$ cat config.mk
export PLATFORM = sky130hd
export DESIGN_NAME = dual_ratio_clkdiv
export DESIGN_NICKNAME = d
export VERILOG_FILES = /design/src/rtl/dual_ratio_clkdiv.sv
export SDC_FILE = /design/constraint.sdc
export NUM_CORES = 1
export LEC_CHECK = 0
export BUFFER_PORTS_ARGS = -buffer_cell sky130_fd_sc_hd__buf_2
export CAP_MARGIN = 20
export CORE_MARGIN = 3
export CORE_UTILIZATION = 45
export CTS_BUF_LIST = sky130_fd_sc_hd__clkbuf_4 sky130_fd_sc_hd__clkbuf_8 sky130_fd_sc_hd__clkbuf_16
export CTS_CLUSTER_SIZE = 14
export DETAILED_ROUTE_END_ITERATION = 16
export HOLD_SLACK_MARGIN = 0.06
export PLACE_DENSITY = 0.59
export SLEW_MARGIN = 20
export SYNTH_ARGS = -nofsm -noshare
export SYNTH_HDL_FRONTEND = slang
export SYNTH_SLANG_ARGS = --single-unit
$ cat constraint.sdc
create_clock -name clk_in -period 6.35 [get_ports clk_in]
set_input_delay 0.9525 -clock clk_in [delete_from_list [all_inputs] [get_ports clk_in]]
set_output_delay 0.9525 -clock clk_in [all_outputs]
set_load 0.005 [all_outputs]
$ cat src/rtl/dual_ratio_clkdiv.sv
module dual_ratio_clkdiv #(
  parameter int A_LO = 2,
  parameter int A_HI = 4,
  parameter int B_00 = 4,
  parameter int B_01 = 6,
  parameter int B_1X = 5,
  localparam int MAX_A = (A_LO > A_HI) ? A_LO : A_HI,
  localparam int MAX_B = (B_00 > B_01) ? ((B_00 > B_1X) ? B_00 : B_1X)
                                       : ((B_01 > B_1X) ? B_01 : B_1X),
  localparam int MAX_R = (MAX_A > MAX_B) ? MAX_A : MAX_B,
  localparam int CW = $clog2(MAX_R + 1)
) (
  input  logic       clk_in,
  input  logic       mrst,
  input  logic       halt,
  input  logic       sel_a,
  input  logic [1:0] sel_b,
  output logic       out_a,
  output logic       out_b
);

  logic          run_q;
  logic [CW-1:0] cnt_a, cnt_b, rat_a, rat_b;
  logic [CW-1:0] pick_a, pick_b, nxt_a, nxt_b, nrat_a, nrat_b;
  logic          wrap_a, wrap_b;

  // halt captured on the falling edge: the next rising edge sees a settled value
  always_ff @(negedge clk_in or posedge mrst)
    if (mrst) run_q <= 1'b0;
    else      run_q <= ~halt;

  assign pick_a = sel_a ? CW'(A_HI) : CW'(A_LO);
  assign pick_b = sel_b[1] ? CW'(B_1X) : (sel_b[0] ? CW'(B_01) : CW'(B_00));

  assign wrap_a = (cnt_a == '0) || (cnt_a == rat_a);
  assign wrap_b = (cnt_b == '0) || (cnt_b == rat_b);
  assign nxt_a  = wrap_a ? CW'(1) : cnt_a + CW'(1);
  assign nxt_b  = wrap_b ? CW'(1) : cnt_b + CW'(1);
  assign nrat_a = wrap_a ? pick_a : rat_a;
  assign nrat_b = wrap_b ? pick_b : rat_b;

  // phase 1..ceil(N/2) is high, the rest low
  always_ff @(posedge clk_in or posedge mrst)
    if (mrst) begin
      cnt_a <= '0;
      cnt_b <= '0;
      rat_a <= '0;
      rat_b <= '0;
      out_a <= 1'b0;
      out_b <= 1'b0;
    end else if (run_q) begin
      cnt_a <= nxt_a;
      cnt_b <= nxt_b;
      rat_a <= nrat_a;
      rat_b <= nrat_b;
      out_a <= ({1'b0, nxt_a} <= (({1'b0, nrat_a} + 1'b1) >> 1));
      out_b <= ({1'b0, nxt_b} <= (({1'b0, nrat_b} + 1'b1) >> 1));
    end

endmodule


=== Word level (Yosys, flattened, before mapping) ===
Cells that the tools add are included.

* Flip-flop bits (word level): 15
* Input bits: 6
* Output and inout bits: 2
* Word-level logic and storage cells: 27

* $add $sub $neg: 4
* Order comparisons: 2
* Equal/unequal tests: 2
* Muxes and demuxes: 7
* Bitwise logic cells: 1
* Reduce and logical (&&, ||, !) cells: 4

{| class="wikitable"
|+ Operators with widths
! operator !! number
|-
| 3-bit 2-to-1 mux || 5
|-
| 3-bit by 1-bit adder with 4-bit output (second input constant) || 2
|-
| 3-bit by 1-bit adder with 3-bit output (second input constant) || 2
|-
| 3-bit == test || 2
|-
| 3-bit <= comparator || 2
|-
| 3-bit zero test || 2
|-
| 2-bit 2-to-1 mux || 2
|-
| 1-bit logical OR || 2
|-
| 1-bit NOT || 1
|}

=== Longest topological paths before layout ===
Gate-level depths: netlist of run 1.

* Word-level depth: 5
* Depth in mapped cells: 17
* Mapped depth without buffers: 16

==> results by group, run 1 <==
Power and ir drop
  – LEAKAGE: 0.000608 µW
  – Net Sw Frac: 47.6%
  – Max IR drop VDD: 298 µV
  – Net Switching: 333 µW
  – Total Power: 700 µW
  – Reg power frac: 27.5%
  – Clock Power Share: 7.9%
  – Pwr Density: 540 nW/µm²
  – Comb pwr share: 64.6%
  – P_int: 367 µW

Setup path
  – Crit path to: rat_a[1]$_DFFE_PP0P_
  – R2r setup slk: 1.67 ns
  – R2R Path Start: run_q$_DFF_NP0_
  – Data arrival, critical path: 4.84 ns
  – Reg2reg end: rat_a[1]$_DFFE_PP0P_
  – Worst path required time: 6.51 ns
  – Crit path max-delay cell type: dfrtn_1
  – Kind of end point of the critical path: flip-flop
  – Reg2reg path depth: 2
  – Worst path max stage delay: 0.79 ns
  – CP Launch Type: flip-flop
  – Worst Path Max Fanout: 19
  – Critical path startpoint: run_q$_DFF_NP0_
  – WS Path Type: reg -> reg
  – Worst-path cell chain: and3_1, mux2_4

Finish
  – Footprint of the multi-input gates: 767 µm²
  – # fillers: 254
  – Layout area overhead: 5.28%
  – Area of all sequential standard cells: 375 µm²
  – Layout Nets: 165
  – Share of cells above drive strength 1: 11.6%
  – Ant diodes: 0

Yosys
  – Top cells by area, synth: dfrtp_1, ha_1, a21oi_1, inv_1, xor2_1
  – Syn Std Cell Area: 1230 µm²
  – Post-Synth Adder-Cell Area: 11.2%
  – Share of flip-flops with an asynchronous set or reset: 100%
  – Synth warnings: 0
  – Synth Area in XOR/XNOR: 7.01%
  – Largest area contributor in the netlist: dfrtp_1
  – Mapped Nets: 160
  – Largest family of logic cells by synthesized area: compound AO/OA/AOI/OAI gates
  – Post-synth EDFFs: 0
  – Post-synthesis compound-gate area fraction: 21.0%
  – Distinct cells, synth: 43
  – Mean Syn Cell Area: 8.62 µm²
  – Top post-synthesis cells by count: dfrtp_1, inv_1, a21oi_1, ha_1, nand2_1
  – Post-synthesis mux area share: 2.44%
  – Synthesis-stage register bit count: 15
  – Most used DFF post-synth: dfrtp_1
  – Seq/Total Area, Yosys: 30.5%
  – Synth Instances: 143
  – Synth top area share: 28.4%
  – Simple logic cell fraction of the synthesized area: 20.6%

Detailed routing
  – WL/cell: 12.8 µm
  – Drt total wl: 2260 µm
  – DR DRC count: 0
  – DRT Pass-1 Iters: 4
  – Final ANT Viol Nets: 0
  – Via count: 1014
  – Vias/cell: 5.73
  – First-iteration detailed-routing DRC count: 45

Die
  – Initial Utilization: 48.4%
  – Top-Level Pins: 8
  – Die Width: 58.3 µm
  – Die height: 58.3 µm
  – Core Area: 2540 µm²
  – Die footprint: 3400 µm²
  – Rows: 18

STA
  – Slew HR: 59.6%
  – Final Hold Viols: 0
  – Final setup vio count: 0
  – Min Hold Slack: 0.535 ns
  – Setup TNS: 0 ns
  – Final Slew Violations: 0
  – Clock Skew: 0.00558 ns
  – Unrepaired setup endpoints after global routing: no
  – Worst-Margin Slew: 0.606 ns

Place
  – DP HPWL: 1780 µm
  – PortBufs: 7
  – RePlAce Congestion: 0.808

CTS
  – TritonCTS Sinks: 15
  – PostCTS Resize Cnt: 0
  – TritonCTS buffer count: 3
  – CTS clk-pin slew, worst paths: 0.08 ns
  – CTS tree: yes
  – Root buffer cell: clkbuf_4
  – Worst-Skew Late Latency: 0.28 ns
  – Post-CTS Setup Inserts: 0
  – Max clock buf depth: 2
  – # hold bufs at CTS: 0
  – CTS H-tree lvls: 1

Global routing
  – GRT overflow: 0
  – First-pass GRT wire length: 4030 µm
  – Largest net degree at the start of global routing: 20
  – Vias in the first global route: 924
  – GRT Util Overall: 15.0%
  – Initial antenna violation count: 0

Run status
  – Status: finished, final reports clean

Hold path
  – Worst Hold Class: reg -> reg

Flow run
  – Max_cap viols: 0
power groups by stage:
stage	logic [µW]	clock network (µW)	registers, µW
floorplan	390	0	163
global placement	433	0	193
detailed placement	450	0	194
CTS	452	58.3	193
global route	510	62.7	202
finish	452	55.5	193
metrics by stage:
stage          std cells  utilization, %  instance area (µm²)  setup WS [ns]
2_1_floorplan        143               -                 1230           2.02
3_3_place_gp         173            49.8                 1270           1.74
3_5_place_dp         173            49.8                 1270           1.69
4_1_cts              177            51.0                 1300           1.69
5_1_grt              177            51.0                 1300           1.59
6_report             177            51.0                 1300           1.67
cell families (layout without fill, tap and decap cells):
group | after synthesis | count (layout)
compound gates | 37 | 37
xor+xnor | 9 | 9
fa+ha+maj | 11 | 11
buf+inv | 21 | 25
flops | 15 | 15
mux | 2 | 2
simple gates | 48 | 48
worst min-delay path by stage:
stage	from	to	slack, ns	cells past startpoint
finish	out_b$_DFFE_PP0P_	out_b$_DFFE_PP0P_	0.53	2
global route	rat_b[2]$_DFFE_PP0P_	rat_b[2]$_DFFE_PP0P_	0.56	1
CTS	out_a$_DFFE_PP0P_	out_a$_DFFE_PP0P_	0.54	2
detailed placement	out_a$_DFFE_PP0P_	out_a$_DFFE_PP0P_	0.52	2
global placement	out_a$_DFFE_PP0P_	out_a$_DFFE_PP0P_	0.51	2
floorplan	rat_b[2]$_DFFE_PP0P_	rat_b[2]$_DFFE_PP0P_	0.50	1
registers in the layout, summed over array words and instances (netlist names):
register / cells
cnt_a: 3
cnt_b: 3
rat_a: 3
rat_b: 3
out_a: 1
out_b: 1
run_q: 1
metal layers:
layer  GRT usage (%)  up-vias  part of all wire (%)
met5               0        -                     0
met4            1.99        0                  0.44
met1            22.4      479                    53
met2            22.2       17                    42
met3            4.17        2                   4.2
li1                -      516                     -
cell usage in the layout, fill, tap and decap left out, types with 2 or more instances in the layout:
cell type / Yosys / layout
inv_1: 14 / 14
dfrtp_1: 14 / 14
a21oi_1: 11 / 11
ha_1: 11 / 11
nand2_1: 10 / 10
nor2_1: 9 / 9
nor2b_1: 7 / 7
o21ai_0: 7 / 7
buf_2: 3 / 7
xor2_1: 6 / 6
nor3_1: 5 / 5
clkbuf_4: 0 / 4
nand3_1: 3 / 3
xnor2_1: 2 / 2
a21o_1: 2 / 2
nand2b_1: 2 / 2
and2_1: 2 / 2
and3_1: 2 / 2
mux2_4: 2 / 2
o22ai_1: 2 / 2
a31oi_1: 2 / 2
nand4_1: 2 / 2
a32oi_1: 2 / 2
area by class of cell:
type,count,area share [%]
clock buffers,4,2.31
inverters,14,4.05
multi-input cells,107,59.1
flip-flops and latches,15,28.9
well taps,30,2.89
repair buffers,7,2.70
worst max-delay path, delay by kind of cell, from the launching register on:
family / cells / cell delay, ns
multiplexers: 1 / 0.30
AND/OR/NAND/NOR: 1 / 0.30
flip-flops: 1 / 0.79
(Power assumes the default switching activity.)
==> run 2: changes to the inputs <==
- ABC_AREA: default -> 1
- PLACE_DENSITY: 0.59 -> 0.62
- clock period: 6.35 -> 4.2 ns (I/O delays scaled with it)
==> run 2 against run 1 <==
  * Worst hold slack lost 0.21 ns
  * Global-route usage grew 0.81 points
  * Register-to-register slack lost 0.74 ns
  * Synthesized cell count grew 2.1%
  * Setup slack lost 0.74 ns
  * Count of clock-buffer cells in the layout shrank 1
  * Die area shrank 13%
  * Non-clock buffer count grew 1
  * Sequential share of layout area grew 3.5 points
  * Routed wire length shrank 20%
  * Largest cell class unchanged
  * Largest power group unchanged
==> results by group, run 2 <==
Detailed routing
  – DRT Pass-1 Iters: 4 (unchanged)
  – Vias/cell: 4.87 (was 5.73)
  – WL/cell: 9.85 µm (was 12.8 µm)
  – Final ANT Viol Nets: 0 (unchanged)
  – First-iteration detailed-routing DRC count: 10 (was 45)
  – Drt total wl: 1800 µm (was 2260 µm)
  – DR DRC count: 0 (unchanged)
  – Via count: 891 (was 1014)

STA
  – Slew HR: 69.2% (was 59.6%)
  – Final Slew Violations: 0 (unchanged)
  – Setup TNS: 0 ns (unchanged)
  – Worst-Margin Slew: 0.462 ns (was 0.606 ns)
  – Final Hold Viols: 0 (unchanged)
  – Final setup vio count: 0 (unchanged)
  – Clock Skew: 0.00913 ns (was 0.00558 ns)
  – Unrepaired setup endpoints after global routing: no (unchanged)

Setup path
  – Worst path max stage delay: 0.70 ns (was 0.79 ns)
  – R2r setup slk: 0.93 ns (was 1.67 ns)
  – Worst path required time: 4.40 ns (was 6.51 ns)
  – Crit path max-delay cell type: dfrtn_1 (unchanged)
  – Reg2reg path depth: 2 (unchanged)
  – Worst-path cell chain: inv_1, o21ai_0 (was and3_1, mux2_4)
  – Data arrival, critical path: 3.47 ns (was 4.84 ns)
  – R2R Path Start: run_q$_DFF_NP0_ (unchanged)
  – Kind of end point of the critical path: flip-flop (unchanged)
  – Worst Path Max Fanout: 17 (was 19)
  – WS Path Type: reg -> reg (unchanged)
  – Reg2reg end: cnt_b[0]$_DFFE_PP0P_ (was rat_a[1]$_DFFE_PP0P_)
  – CP Launch Type: flip-flop (unchanged)

Flow run
  – Max_cap viols: 0 (unchanged)

Finish
  – Share of cells above drive strength 1: 14.7% (was 11.6%)
  – Layout Nets: 174 (was 165)
  – # fillers: 219 (was 254)
  – Commonest non-fill, non-tap cell in the layout: nand2_1
  – Ant diodes: 0 (unchanged)
  – Most frequent cells in the layout: nand2_1, inv_1, dfrtp_1 (was inv_1, dfrtp_1, a21oi_1, ha_1, nand2_1)
  – Layout area overhead: 9.09% (was 5.28%)

CTS
  – CTS clk-pin slew, worst paths: 0.09 ns (was 0.08 ns)
  – CTS H-tree lvls: 1 (unchanged)
  – TritonCTS Sinks: 15 (unchanged)
  – Worst-Skew Late Latency: 0.28 ns (about the same)
  – PostCTS Resize Cnt: 0 (unchanged)
  – Post-CTS Setup Inserts: 0 (unchanged)
  – Max clock buf depth: 2 (unchanged)
  – Root buffer cell: clkbuf_4 (unchanged)
  – # hold bufs at CTS: 0 (unchanged)
  – CTS tree: yes (unchanged)
  – TritonCTS buffer count: 3 (unchanged)

Global routing
  – GRT Util Overall: 15.8% (was 15.0%)
  – Largest net degree at the start of global routing: 18 (was 20)
  – First-pass GRT wire length: 3310 µm (was 4030 µm)
  – Vias in the first global route: 805 (was 924)
  – Initial antenna violation count: 0 (unchanged)
  – GRT overflow: 0 (unchanged)

Power and ir drop
  – Pwr Density: 729 nW/µm² (was 540 nW/µm²)
  – LEAKAGE: 0.000631 µW (was 0.000608 µW)
  – Total Power: 843 µW (was 700 µW)
  – Max IR drop VDD: 365 µV (was 298 µV)

Place
  – RePlAce Congestion: 0.832 (was 0.808)
  – DP HPWL: 1440 µm (was 1780 µm)
  – PortBufs: 7 (unchanged)

Yosys
  – Top-count cell post-synth: nand2_1
  – Distinct cells, synth: 21 (was 43)
  – Top post-synthesis cells by count: nand2_1, inv_1, dfrtp_1 (was dfrtp_1, inv_1, a21oi_1, ha_1, nand2_1)
  – Share of flip-flops with an asynchronous set or reset: 100% (unchanged)
  – Mapped Nets: 163 (was 160)
  – Top cells by area, synth: dfrtp_1, nand2_1, ha_1, inv_1, nand3_1 (was dfrtp_1, ha_1, a21oi_1, inv_1, xor2_1)
  – Seq/Total Area, Yosys: 35.4% (was 30.5%)
  – Syn Std Cell Area: 1060 µm² (was 1230 µm²)
  – Post-synth EDFFs: 0 (unchanged)
  – Synth warnings: 0 (unchanged)
  – Synthesis-stage register bit count: 15 (unchanged)
  – Synth Instances: 146 (was 143)
  – Largest area contributor in the netlist: dfrtp_1 (unchanged)
  – Most used DFF post-synth: dfrtp_1 (unchanged)
  – Mean Syn Cell Area: 7.26 µm² (was 8.62 µm²)
  – Synth top area share: 33.1% (was 28.4%)

Run status
  – Status: finished, final reports clean (unchanged)

Die
  – Initial Utilization: 50.4% (was 48.4%)
  – Core Area: 2100 µm² (was 2540 µm²)
  – Die Width: 54.5 µm (was 58.3 µm)
  – Top-Level Pins: 8 (unchanged)
  – Rows: 16 (was 18)
  – Die footprint: 2970 µm² (was 3400 µm²)
  – Die height: 54.5 µm (was 58.3 µm)

Hold path
  – Worst Hold Class: in -> async (was reg -> reg)
[run 2: cell count changes after synthesis, moves of 3 or more]
cell,delta
inv_1,+9
buf_2,-3
nand3_1,+6
nor2b_1,-7
nand2_1,+36
xor2_1,-6
nand2_2,+3
a21oi_1,-8
nor3_1,-5
[run 2: cell families (layout without fill, tap and decap cells)]
kind of cell,Yosys count,count (layout),share of synthesized area [%]
AOI/OAI and AO/OA,17,17,9.09
xor gates and xnor gates,4,4,3.31
adders and majority gates,11,11,13.0
buffers and inverters,27,37,9.56
DFF,15,15,35.4
and+or+nand+nor,72,72,29.6
[run 2: report_power, final]
group          internal [µW]  switching (µW)  leakage (µW)  total (µW)
registers                197            48.6      0.000180         246
clock network           35.3            45.1     0.0000177        80.4
logic                    211             306      0.000434         517
[run 2: critical path, delay by kind of cell, from the launching register on]
kind	cells	cell delay (ns)
buf+inv	1	0.16
flops	1	0.70
compound gates	1	0.22
[run 2: how the worst max path moves through the flow]
stage | start | to | slack [ns] | depth (start not counted)
after detailed placement | run_q$_DFF_NP0_ | out_a$_DFFE_PP0P_ | 0.93 | 2
final | run_q$_DFF_NP0_ | cnt_b[0]$_DFFE_PP0P_ | 0.93 | 2
after floorplan | run_q$_DFF_NP0_ | cnt_a[1]$_DFFE_PP0P_ | 1.01 | 3
after global placement | run_q$_DFF_NP0_ | out_a$_DFFE_PP0P_ | 0.95 | 2
after CTS | run_q$_DFF_NP0_ | cnt_b[0]$_DFFE_PP0P_ | 0.92 | 2
after global routing | run_q$_DFF_NP0_ | rat_b[1]$_DFFE_PP0P_ | 0.76 | 3
[run 2: area by class of cell]
type                    count  area [µm²]  area share (%)
multi-input cells         104         583            50.4
repair buffers              8        42.5            3.68
clock buffers               3        22.5            1.95
clock inverters             1        5.00           0.433
inverters                  25        93.8            8.12
flip-flops and latches     15         375            32.5
well taps                  27        33.8            2.92
[run 2: per-stage QoR]
| step | area (µm²) | util, % | worst slack (ns) | hold WS, ns | cells |
|---|---|---|---|---|---|
| after global routing | 1160 | 55.0 | 0.762 | 0.315 | 183 |
| after global placement | 1130 | 53.7 | 0.951 | 0.479 | 179 |
| after detailed placement | 1130 | 53.7 | 0.934 | 0.492 | 179 |
| after floorplan | 1060 | - | 1.01 | 0.477 | 146 |
| final | 1160 | 55.0 | 0.930 | 0.326 | 183 |
| after CTS | 1160 | 55.0 | 0.924 | 0.322 | 183 |
[run 2: routing by layer]
metal | vias up | GRT usage (%) | wire length (µm)
met5 | - | 0 | 0
met4 | 0 | 4.56 | 20
met3 | 4 | 5.99 | 66
met2 | 12 | 24.9 | 802
met1 | 402 | 20.0 | 914
li1 | 473 | - | -
